$ cat src/rtl/poll_pkg.sv
package poll_pkg;
    typedef enum logic {
        ACC_IDLE = 1'b0,
        ACC_OPEN = 1'b1
    } acc_phase_t;
endpackage

$ cat src/rtl/poll_strobe.sv
module poll_strobe
    import poll_pkg::*;
(
    input  logic clk,
    input  logic rst_n,
    input  logic ce_n,
    input  logic oe_n,
    input  logic we_n,
    output logic rd_active,
    output logic rd_start
);
    typedef struct packed {
        acc_phase_t phase;
    } strobe_st_t;

    strobe_st_t st_d, st_q;

    always_comb begin
        rd_active = !ce_n && !oe_n && we_n;
        rd_start  = rd_active && (st_q.phase == ACC_IDLE);
        st_d      = st_q;
        st_d.phase = rd_active ? ACC_OPEN : ACC_IDLE;
    end

    always_ff @(posedge clk or negedge rst_n) begin
        if (!rst_n) st_q <= '{phase: ACC_IDLE};
        else        st_q <= st_d;
    end

    // Each access opens with exactly one start pulse.
    assert_single_start_R3: assert property (@(posedge clk) disable iff (!rst_n)
        (rd_start && rd_active) |=> !rd_start);
endmodule

$ cat src/rtl/poll_toggle.sv
module poll_toggle (
    input  logic clk,
    input  logic rst_n,
    input  logic step,
    output logic tog_now
);
    typedef struct packed {
        logic tog;
    } tog_st_t;

    tog_st_t st_d, st_q;

    always_comb begin
        st_d     = st_q;
        if (step) st_d.tog = !st_q.tog;
        tog_now  = st_d.tog;
    end

    always_ff @(posedge clk or negedge rst_n) begin
        if (!rst_n) st_q <= '{tog: 1'b0};
        else        st_q <= st_d;
    end

    assert_toggle_flip_R2: assert property (@(posedge clk) disable iff (!rst_n)
        step |=> (st_q.tog != $past(st_q.tog)));
    assert_toggle_hold_R4: assert property (@(posedge clk) disable iff (!rst_n)
        !step |=> $stable(st_q.tog));
endmodule

$ cat src/rtl/poll_read_top.sv
module poll_read_top #(
    parameter int DATA_W   = 8,
    parameter int STAT_BIT = 7,
    parameter int TOG_BIT  = 6
) (
    input  logic              clk,
    input  logic              rst_n,
    input  logic              ce_n,
    input  logic              oe_n,
    input  logic              we_n,
    input  logic              busy,
    input  logic [DATA_W-1:0] last_byte,
    input  logic [DATA_W-1:0] arr_data,
    output logic [DATA_W-1:0] rd_data,
    output logic              rd_valid
);
    localparam logic [DATA_W-1:0] ZERO_W = '0;

    typedef struct packed {
        logic              valid;
        logic [DATA_W-1:0] data;
    } out_st_t;

    out_st_t out_d, out_q;
    logic rd_active, rd_start, tog_now;

    poll_strobe u_strobe (
        .clk      (clk),
        .rst_n    (rst_n),
        .ce_n     (ce_n),
        .oe_n     (oe_n),
        .we_n     (we_n),
        .rd_active(rd_active),
        .rd_start (rd_start)
    );

    poll_toggle u_toggle (
        .clk    (clk),
        .rst_n  (rst_n),
        .step   (busy && rd_start),
        .tog_now(tog_now)
    );

    always_comb begin
        out_d       = out_q;
        out_d.valid = rd_active;
        if (!rd_active) begin
            out_d.data = ZERO_W;
        end else if (busy) begin
            out_d.data           = arr_data;
            out_d.data[STAT_BIT] = !last_byte[STAT_BIT];
            out_d.data[TOG_BIT]  = tog_now;
        end else begin
            out_d.data = arr_data;
        end
    end

    always_ff @(posedge clk or negedge rst_n) begin
        if (!rst_n) out_q <= '{valid: 1'b0, data: ZERO_W};
        else        out_q <= out_d;
    end

    assign rd_data  = out_q.data;
    assign rd_valid = out_q.valid;

    assert_status_bit_R1: assert property (@(posedge clk) disable iff (!rst_n)
        (!ce_n && !oe_n && we_n && busy) |=> (rd_data[STAT_BIT] == !$past(last_byte[STAT_BIT])));
    assert_true_data_R4: assert property (@(posedge clk) disable iff (!rst_n)
        (!ce_n && !oe_n && we_n && !busy) |=> (rd_data == $past(arr_data)));
    assert_valid_on_R5: assert property (@(posedge clk) disable iff (!rst_n)
        (!ce_n && !oe_n && we_n) |=> rd_valid);
    assert_valid_off_R5: assert property (@(posedge clk) disable iff (!rst_n)
        !(!ce_n && !oe_n && we_n) |=> !rd_valid);
    assert_quiet_data_R6: assert property (@(posedge clk) disable iff (!rst_n)
        !rd_valid |-> (rd_data == ZERO_W));
endmodule

$ cat config.mk
export PLATFORM = sky130hd
export DESIGN_NAME = poll_read_top
export DESIGN_NICKNAME = d
export VERILOG_FILES = /design/src/rtl/poll_pkg.sv /design/src/rtl/poll_strobe.sv /design/src/rtl/poll_toggle.sv /design/src/rtl/poll_read_top.sv
export SDC_FILE = /design/constraint.sdc
export NUM_CORES = 1
export LEC_CHECK = 0
export BUFFER_PORTS_ARGS = -buffer_cell sky130_fd_sc_hd__buf_4
export CELL_PAD_IN_SITES_DETAIL_PLACEMENT = 2
export CELL_PAD_IN_SITES_GLOBAL_PLACEMENT = 2
export CORE_UTILIZATION = 18
export CTS_CLUSTER_DIAMETER = 60
export DETAILED_ROUTE_END_ITERATION = 10
export GPL_TIMING_DRIVEN = 0
export PLACE_DENSITY = 0.68
export SYNTH_ARGS = -nofsm -noshare
export SYNTH_HDL_FRONTEND = slang
export SYNTH_SLANG_ARGS = --single-unit
$ cat constraint.sdc
create_clock -name clk -period 0.8 [get_ports clk]
set_input_delay 0.16 -clock clk [delete_from_list [all_inputs] [get_ports clk]]
set_output_delay 0.16 -clock clk [all_outputs]
set_load 0.01 [all_outputs]
Word-level counts from Yosys, hierarchy flattened
Cells that the tools add are included.
{"block": "totals", "register_bits": 11, "input_bits": 22, "output_inout_bits": 9}
{"block": "op_classes", "reduce_logical": 8, "n_bitwise": 1, "muxes": 4}
{"cell": "8-bit 2-to-1 mux", "count": 2}
{"cell": "1-bit logical AND", "count": 4}
{"cell": "1-bit zero test", "count": 4}
{"cell": "1-bit 2-to-1 mux", "count": 2}
{"cell": "1-bit inverter", "count": 1}

Depth between registers and ports, before layout
Gate-level depths: netlist of run 1.
{"block": "logic_depth", "word_depth": 8, "depth_mapped": 3, "mapped_depth_nobuf": 3}

By module
From an unflattened synthesis of run 1, not the netlist that was laid out.
{"block": "unflattened", "cells_unflattened": 25, "area_unflattened_um2": 381.6}
{"module": "poll_read_top", "n_inst": 1, "seq_area_each_um2": 225.2, "area_per_inst_um2": 300.3, "cells_per_inst": 20}
{"module": "poll_strobe", "n_inst": 1, "seq_area_each_um2": 25.0, "area_per_inst_um2": 47.5, "cells_per_inst": 3}
{"module": "poll_toggle", "n_inst": 1, "seq_area_each_um2": 25.0, "area_per_inst_um2": 33.8, "cells_per_inst": 2}

Least setup slack after synthesis of run 1
No wires, ideal clock.
{"block": "synth_path", "path_kind": "flip-flop to flip-flop", "start": "reg, netlist name rd_valid", "end": "reg u_toggle.st_q", "path_buffers": 0, "required_time_ns": 0.677, "stages_incl_launch_ff": 3, "slack_ns": -0.070, "arrival_time_ns": 0.748, "setup_ns": 0.123, "synth_period_minus_slack_ns": 0.870, "cell_sequence": "dfrtp_1 nand3b_2 xnor2_1"}
{"item": "end signal: assignment", "line": "poll_toggle.sv:20", "source": "if (!rst_n) st_q <= '{tog: 1'b0};"}
{"item": "end signal: assignment", "line": "poll_toggle.sv:21", "source": "else st_q <= st_d;"}
{"item": "end: declaration", "line": "poll_toggle.sv:11", "source": "tog_st_t st_d, st_q;"}

Final worst setup path of run 1
{"block": "layout_path", "start": "reg out_q (netlist bit rd_valid)", "end": "out rd_valid"}
{"item": "start: declaration", "line": "poll_read_top.sv:24", "source": "out_st_t out_d, out_q;"}
{"item": "start signal: assignment", "line": "poll_read_top.sv:59", "source": "if (!rst_n) out_q <= '{valid: 1'b0, data: ZERO_W};"}
{"item": "start signal: assignment", "line": "poll_read_top.sv:60", "source": "else out_q <= out_d;"}
{"item": "end: declaration", "line": "poll_read_top.sv:15", "source": "output logic rd_valid"}
No word-level cell between the ends.

==> results of run 1 <==
[state kept, by name, indices dropped and copies added, names as in the netlist]
| register | cells |
|---|---|
| u_toggle.st_q | 1 |
| rd_valid | 1 |
| rd_data | 8 |
[synthesized netlist by cell type]
cell / count / area (µm²)
dfrtp_1: 10 / 250.2
and2_2: 6 / 45.04
xnor2_1: 2 / 17.52
mux2i_1: 1 / 10.01
nand2_1: 1 / 3.750
nand3b_2: 1 / 11.26
nor2b_1: 1 / 6.260
nor3b_4: 1 / 18.77
o211a_1: 1 / 10.01
[layer usage]
| metal | vias up | global-route usage [%] | wire [µm] |
|---|---|---|---|
| met5 | - | 0 | 0 |
| met4 | 0 | 3.429 | 0 |
| met1 | 132 | 6.961 | 287 |
| met2 | 18 | 19.18 | 547 |
| li1 | 136 | - | - |
| met3 | 0 | 5.283 | 79 |
[final timing paths]
kind                       slack [ns]       endpoint
max in group asynchronous        0.39  u_toggle.st_q
setup reg to reg                -0.16  u_toggle.st_q
hold reg to reg                  0.51  u_toggle.st_q
setup / recovery                -0.16       rd_valid
hold / removal                   0.11       rd_valid
min in group asynchronous        0.27     rd_data[6]
[stage by stage]
step	total power (W)	cells	setup TNS [ns]
floorplan	0.0006625	24	-0.04995
global route	0.001152	79	-1.654
detailed placement	0.0007764	74	-1.920
global placement	0.0007655	74	-1.665
finish	0.001095	79	-1.297
CTS	0.001128	79	-1.476
[cell type report]
type	instances	area share (%)
Sequential cell	10	37.81
Timing Repair Buffer	25	33.84
Clock buffer	3	3.403
Tap cell	27	5.104
Multi-Input combinational cell	14	19.85
[repair_timing]
action / CTS / global route
resized for setup: 9 / 0
endpoints found under the hold margin: 10 / 0
endpoints found under the setup margin: 11 / 11
pin swaps: 1 / 0
hold buffers: 1 / 0
setup buffers: 1 / 0
[power breakdown]
| part | switching (W) | internal (W) | total, W |
|---|---|---|---|
| logic | 0.0000677 | 0.000130 | 0.000198 |
| registers | 0.0000331 | 0.000546 | 0.000579 |
| clock network | 0.000146 | 0.000172 | 0.000318 |
[logic make-up (layout without fill, tap and decap cells)]
group	after synthesis	count (layout)	synth area share [%]
DFF	10	10	67.11
and+or+nand+nor	10	10	22.82
xor gates and xnor gates	2	2	4.699
AOI/OAI and AO/OA	1	1	2.685
muxes	1	1	2.685
buffers and inverters	0	28	0
==> reports/metrics.cfg, run 1 <==
[setup_path]
critPathTopFamily=flip-flops
slowest_delay_ns=0.41
crit_chain=buf_6
ff2ff_path_depth=3
cp-end-kind=primary output
crit_cells=1
cp_max_fo=3
startpoint_type=register
worstSetupPathType=register to primary output
cp_slowest_cell=dfrtp_1
critPathRequiredTime_ns=0.64
cp_data_arrival_time_ns=0.80
reg2reg_from=rd_valid
cp_num_buf_inv=1
crit_path_start=rd_valid

[sta]
rsz0062_at_grt=yes
holdWs_ns=0.1088
timing.final.ws_setup_ns=-0.1612
skew_ns=0.003955
min_period_ns=0.9612
max_freq_ghz=1.040
slew_headroom_pct=72.54
min_period_over_period_pct=120.2
slew_viol_final=0
finalHoldViolCount=0
finalSetupViolCount=11
tightest_slew_ns=0.4114

[placed_design]
portBuffers=23
dpl-instance-area_um2=588.1
dpl_worst_slack_ns=-0.2903
gp_congestion=0.6182

[power_and_ir_drop]
max-vdd-ir-drop_mv=0.6128
power_leakage_nw=0.3540
p_per_area_mw_per_mm2=1655

[layout]
fillers=245
n_antenna_cell=0
drive_gt1_share_pct=67.31
fin_area_um2=661.9
multi_input_area_um2=131.4
layout_commonest_cell=buf_4
register_area_um2=250.2
area_growth_pct=77.52
final_cell_mix=15 x buf_4, 10 x dfrtp_1, 9 x buf_6
nets=76
final_util_pct=33.74

[clocking]
clk_pin_slew_ns=0.06
clk_latency_ns=0.25
cts_root_buf=clkbuf_4
cts_tree=done
clock_path_buffers=2
cts_max_level=1
clock_sinks=10
cts_made_buffers=3

[logic_synthesis]
ys_seq_area_share_pct=67.11
synth-seq-cells=10
synth_area_um2=372.9
synth_cell_types=9
syn_nets=46
syn_inst=24
yosysWarnings=0
avgSynthCellArea_um2=15.54

[drt]
dr.pass1.iters=2
dr_total_vias=286
initialDrtViolationCount=1
post_drt_wl_per_cell_um=11.57
ant_nets=0
drt-vias-per-instance=3.620
wirelength_um=914
drc=0

[hold_path]
hold_path_class=primary input to register
worstHoldStart=ce_n
whs_path_depth=2

[die]
dieHeight_um=47.51
die_area_mm2=0.002257
die_w_um=47.51
ios=31
rows=16
core-area_mm2=0.001962
start_util_pct=19.01

[grt]
grt_pass1_wl_um=1338
grt_max_degree=11
grt_overflow_total=0
antenna_found_initial=0
grt_pass1_vias=325
grt.total_usage_pct=9.404

[job]
maxCapViolCount=0

[status]
outcome=finished, violations left
violations=setup timing

(Power assumes the default switching activity.)
==> run 2, diff against run 1 <==
--- a/config.mk
+++ b/config.mk
@@ -13,6 +13,7 @@
 export DETAILED_ROUTE_END_ITERATION = 10
 export GPL_TIMING_DRIVEN = 0
 export PLACE_DENSITY = 0.68
+export SETUP_SLACK_MARGIN = 0.2
 export SYNTH_ARGS = -nofsm -noshare
 export SYNTH_HDL_FRONTEND = slang
 export SYNTH_SLANG_ARGS = --single-unit
==> run 2 against run 1 <==
The flow still finishes with violations (setup timing). Largest cell class unchanged. Sequential power rose by 1%. Critical path depth stayed put. Highest routed layer unchanged. Maximum frequency is 1.3% lower. Non-clock buffer count is 1 higher. Largest power group unchanged.
==> reports/metrics.cfg, run 2 (same netlist as run 1, synthesis figures left out) <==
[status]
outcome=finished, violations left
violations=setup timing

[sta]
rsz0062_at_grt=yes
max_freq_ghz=1.026
finalHoldViolCount=0
min_period_over_period_pct=121.8
timing.final.ws_setup_ns=-0.1742
tightest_slew_ns=0.1471
slew_viol_final=0
finalSetupViolCount=11
min_period_ns=0.9742
skew_ns=0.004382
slew_headroom_pct=89.91
setup_tns_ns=-1.216

[layout]
n_antenna_cell=0
final_cell_mix=15 x buf_4, 10 x buf_6, 10 x dfrtp_1
area_growth_pct=86.24
layout_commonest_cell=buf_4
largest_register_ffs=8
nets=77
fin_area_um2=694.4
drive_gt1_share_pct=70.37

[grt]
grt_pass1_vias=334
antenna_found_initial=0
grt_max_degree=11
grt_pass1_wl_um=1352
grt.total_usage_pct=9.647
grt_overflow_total=0

[hold_path]
hold_path_class=primary input to register

[setup_path]
worstSetupPathType=register to primary output
slowest_delay_ns=0.42
crit_chain=buf_6
cp_max_fo=3
cp-end-kind=primary output
critPathTopFamily=flip-flops
cp_slowest_cell=dfrtp_1
cp_data_arrival_time_ns=0.81
startpoint_type=register
cp_num_buf_inv=1
critPathRequiredTime_ns=0.64

[drt]
wirelength_um=921
drt-vias-per-instance=3.667
post_drt_wl_per_cell_um=11.37
met1Wirelength_um=326
ant_nets=0
dr.pass1.iters=1
dr_total_vias=297
route.met3.wl_um=74
drc=0
routed.top_layer=met3
met2_length_um=520
initialDrtViolationCount=0

[clocking]
cts_tree=done
clk_latency_ns=0.26
clock_sinks=10
cts_max_level=1
cts_made_buffers=3
clk_pin_slew_ns=0.07
cts_root_buf=clkbuf_4
clock_path_buffers=2

[power_and_ir_drop]
switching_share_pct=22.02
comb_power_share_pct=17.7
intPower_w=0.0009709
max-vdd-ir-drop_mv=0.9143
power_leakage_nw=0.3757
p_clk_share_pct=35.3
switchingPower_w=0.0002741
p_per_area_mw_per_mm2=1793
seqPwrFrac_pct=47.0

[placed_design]
gp_congestion=0.6127
dpl-instance-area_um2=588.1
portBuffers=23

[die]
dieHeight_um=47.51
core-area_mm2=0.001962
ios=31
rows=16
start_util_pct=19.01
die_w_um=47.51
die_area_mm2=0.002257

[job]
maxCapViolCount=0

-- run 2: cell count changes in the layout (fill, tap and decap cells not counted) --
| cell | previous run | this run |
|---|---|---|
| buf_6 | 9 | 10 |
| clkbuf_8 | 0 | 1 |
| xnor2_1 | 2 | 1 |
| xnor2_2 | 0 | 1 |
-- run 2: final timing paths --
check / start / endpoint / slack [ns] / cells after the start
max in group asynchronous: rst_n / u_toggle.st_q / 0.38 / 2
setup reg to reg: rd_valid / rd_data[6] / -0.08 / 3
hold / removal: arr_data[0] / rd_data[0] / 0.12 / 2
setup / recovery: rd_valid / rd_valid / -0.17 / 1
min in group asynchronous: rst_n / rd_valid / 0.28 / 2
hold reg to reg: u_toggle.st_q / u_toggle.st_q / 0.53 / 1
-- run 2: through the flow --
step | utilization [%] | cells | power, W | hold WS [ns] | setup slack (ns)
after floorplan | - | 24 | 0.0006624 | -0.1356 | -0.03108
after global placement | 29.97 | 74 | 0.0007658 | -0.007378 | -0.2664
after detailed placement | 29.97 | 74 | 0.0007771 | -0.005267 | -0.3106
after CTS | 34.82 | 81 | 0.001253 | 0.1064 | -0.1944
after global routing | 35.40 | 81 | 0.001315 | 0.1143 | -0.2075
final | 35.40 | 81 | 0.001245 | 0.1193 | -0.1742
-- run 2: area by class of cell --
class | instances | area [µm²]
Tap cell | 27 | 33.78
Fill cell | 230 | 1267
Clock buffer | 4 | 36.28
Multi-Input combinational cell | 14 | 138.9
Sequential cell | 10 | 250.2
Timing Repair Buffer | 26 | 235.2
-- run 2: per-layer routing --
layer | vias up | GRT usage [%]
met2 | 18 | 18.08
li1 | 138 | -
met5 | - | 0
met1 | 141 | 9.070
met3 | 0 | 4.528
met4 | 0 | 3.429
-- run 2: repair_timing --
action / CTS / global route
gates resized for setup: 9 / 2
buffers inserted: 2 / 0
setup endpoints to repair: 18 / 14
hold buffers: 1 / 0
pin swaps: 2 / 0
endpoints found under the hold margin: 10 / 0
-- run 2: power by group through the flow --
stage / sequential, W / combinational [W] / clock (W)
floorplan: 0.000587 / 0.0000754 / 0
global placement: 0.000582 / 0.000184 / 0
detailed placement: 0.000586 / 0.000191 / 0
CTS: 0.000579 / 0.000209 / 0.000464
global route: 0.000593 / 0.000244 / 0.000478
finish: 0.000585 / 0.000220 / 0.000440
==> run 3, diff against run 2 <==
--- a/config.mk
+++ b/config.mk
@@ -13,7 +13,7 @@
 export DETAILED_ROUTE_END_ITERATION = 10
 export GPL_TIMING_DRIVEN = 0
 export PLACE_DENSITY = 0.68
-export SETUP_SLACK_MARGIN = 0.2
+export SETUP_SLACK_MARGIN = 0.1
 export SYNTH_ARGS = -nofsm -noshare
 export SYNTH_HDL_FRONTEND = slang
 export SYNTH_SLANG_ARGS = --single-unit
==> run 3 against run 2 <==
The flow still finishes with violations (setup timing). Cell count unchanged. Register-to-register slack worse by 0.06 ns. Wire length up 0.54%. Hold slack better by 0.0050 ns. Critical endpoint unchanged. Total power down 12%. Critical path depth unchanged. Critical path type unchanged. Via count down 1.3%. Global-route usage about the same. Combinational power down 8%.
==> reports/metrics.cfg, run 3 (same netlist as run 1, synthesis figures left out) <==
[status]
outcome=finished, violations left
violations=setup timing

[hold_path]
hold_path_class=primary input to register
whs_path_depth=2
worstHoldStart=arr_data[2]
worstHoldEndpoint=rd_data[2]

[layout]
final_util_pct=34.50
register_area_um2=250.2
area_growth_pct=81.54
largest_register_ffs=8
n_antenna_cell=0
drive_gt1_share_pct=68.52
final_cell_mix=17 x buf_4, 10 x dfrtp_1, 9 x buf_6
fillers=243
layout_commonest_cell=buf_4
nets=78
multi_input_area_um2=131.4

[drt]
wirelength_um=926
ant_nets=0
dr.pass1.iters=2
drc=0
drt-vias-per-instance=3.617
initialDrtViolationCount=1
post_drt_wl_per_cell_um=11.43
dr_total_vias=293

[sta]
holdWs_ns=0.1243
min_period_ns=0.9613
finalHoldViolCount=0
setup_tns_ns=-1.270
slew_viol_final=0
rsz0062_at_grt=yes
timing.final.ws_setup_ns=-0.1613
slew_headroom_pct=89.77
min_period_over_period_pct=120.2
finalSetupViolCount=11
tightest_slew_ns=0.1491
skew_ns=0.004154
max_freq_ghz=1.040

[grt]
grt_overflow_total=0
grt.total_usage_pct=9.639
grt_pass1_wl_um=1352
antenna_found_initial=0
grt_pass1_vias=332
grt_max_degree=11

[setup_path]
critPathTopFamily=flip-flops
cp_num_buf_inv=1
cp_data_arrival_time_ns=0.80
cp-end-kind=primary output
worstSetupPathType=register to primary output
slowest_delay_ns=0.41
crit_chain=buf_6
ff2ff_path_depth=3
timing.rr.end=u_toggle.st_q
cp_max_fo=3
reg2reg_from=rd_valid
cp_slowest_cell=dfrtp_1
startpoint_type=register
reg2reg_slack_ns=-0.14
critPathRequiredTime_ns=0.64

[clocking]
cts_root_buf=clkbuf_4
clk_latency_ns=0.25
cts_made_buffers=3
clk_pin_slew_ns=0.06
cts_max_level=1
clock_path_buffers=2
clock_sinks=10
cts_tree=done

[power_and_ir_drop]
power_leakage_nw=0.3646
p_per_area_mw_per_mm2=1626
max-vdd-ir-drop_mv=0.6202

[die]
die_w_um=47.51
die_area_mm2=0.002257
core-area_mm2=0.001962
start_util_pct=19.01
dieHeight_um=47.51
ios=31
rows=16

[placed_design]
portBuffers=23
gp_congestion=0.6182

[job]
maxCapViolCount=0

## run 3: changes by cell type in the layout (fill, tap and decap cells not counted)
cell      change
buf_4         +2
xnor2_2       -1
clkbuf_8      -1
buf_6         -1
xnor2_1       +1
## run 3: metrics by stage
stage / setup WS [ns] / instance area [µm²] / instances / power [W]
5_1_grt: -0.1932 / 676.9 / 81 / 0.001158
6_report: -0.1613 / 676.9 / 81 / 0.001101
3_3_place_gp: -0.2644 / 588.1 / 74 / 0.0007655
2_1_floorplan: -0.03108 / 381.6 / 24 / 0.0006625
3_5_place_dp: -0.2903 / 588.1 / 74 / 0.0007764
4_1_cts: -0.1758 / 676.9 / 81 / 0.001134
## run 3: routing by layer
metal	global-route usage (%)	part of all wire [%]
met1	8.121	33
met2	18.63	59
met3	5.283	8.5
met4	3.429	0
met5	0	0
## run 3: what timing repair did
action,in CTS,in global routing
setup buffers,3,0
gates resized for setup,9,0
pin swaps,2,0
hold buffers,1,0
setup endpoints to repair,18,11
endpoints found under the hold margin,10,0
## run 3: cell type report
class | count | area share, %
Timing Repair Buffer | 27 | 35.30
Multi-Input combinational cell | 14 | 19.41
Sequential cell | 10 | 36.97
Clock buffer | 3 | 3.327
Tap cell | 27 | 4.991
## run 3: how the worst max path moves through the flow
| stage | from | depth (start not counted) | end | slack (ns) |
|---|---|---|---|---|
| final | rd_valid | 1 | rd_valid | -0.16 |
| after global routing | rd_valid | 1 | rd_valid | -0.19 |
| after CTS | rd_valid | 1 | rd_valid | -0.18 |
| after detailed placement | oe_n | 4 | u_toggle.st_q | -0.29 |
| after global placement | oe_n | 4 | u_toggle.st_q | -0.26 |
| after floorplan | rd_valid | 3 | rd_data[6] | -0.03 |
## run 3: power by group
part	leakage (nW)	switching [W]	internal, W	total, W
Sequential	0.135	0.0000332	0.000546	0.000579
Clock	0.0138	0.000146	0.000172	0.000319
Combinational	0.216	0.0000679	0.000135	0.000203
Total	0.365	0.000247	0.000853	0.00110
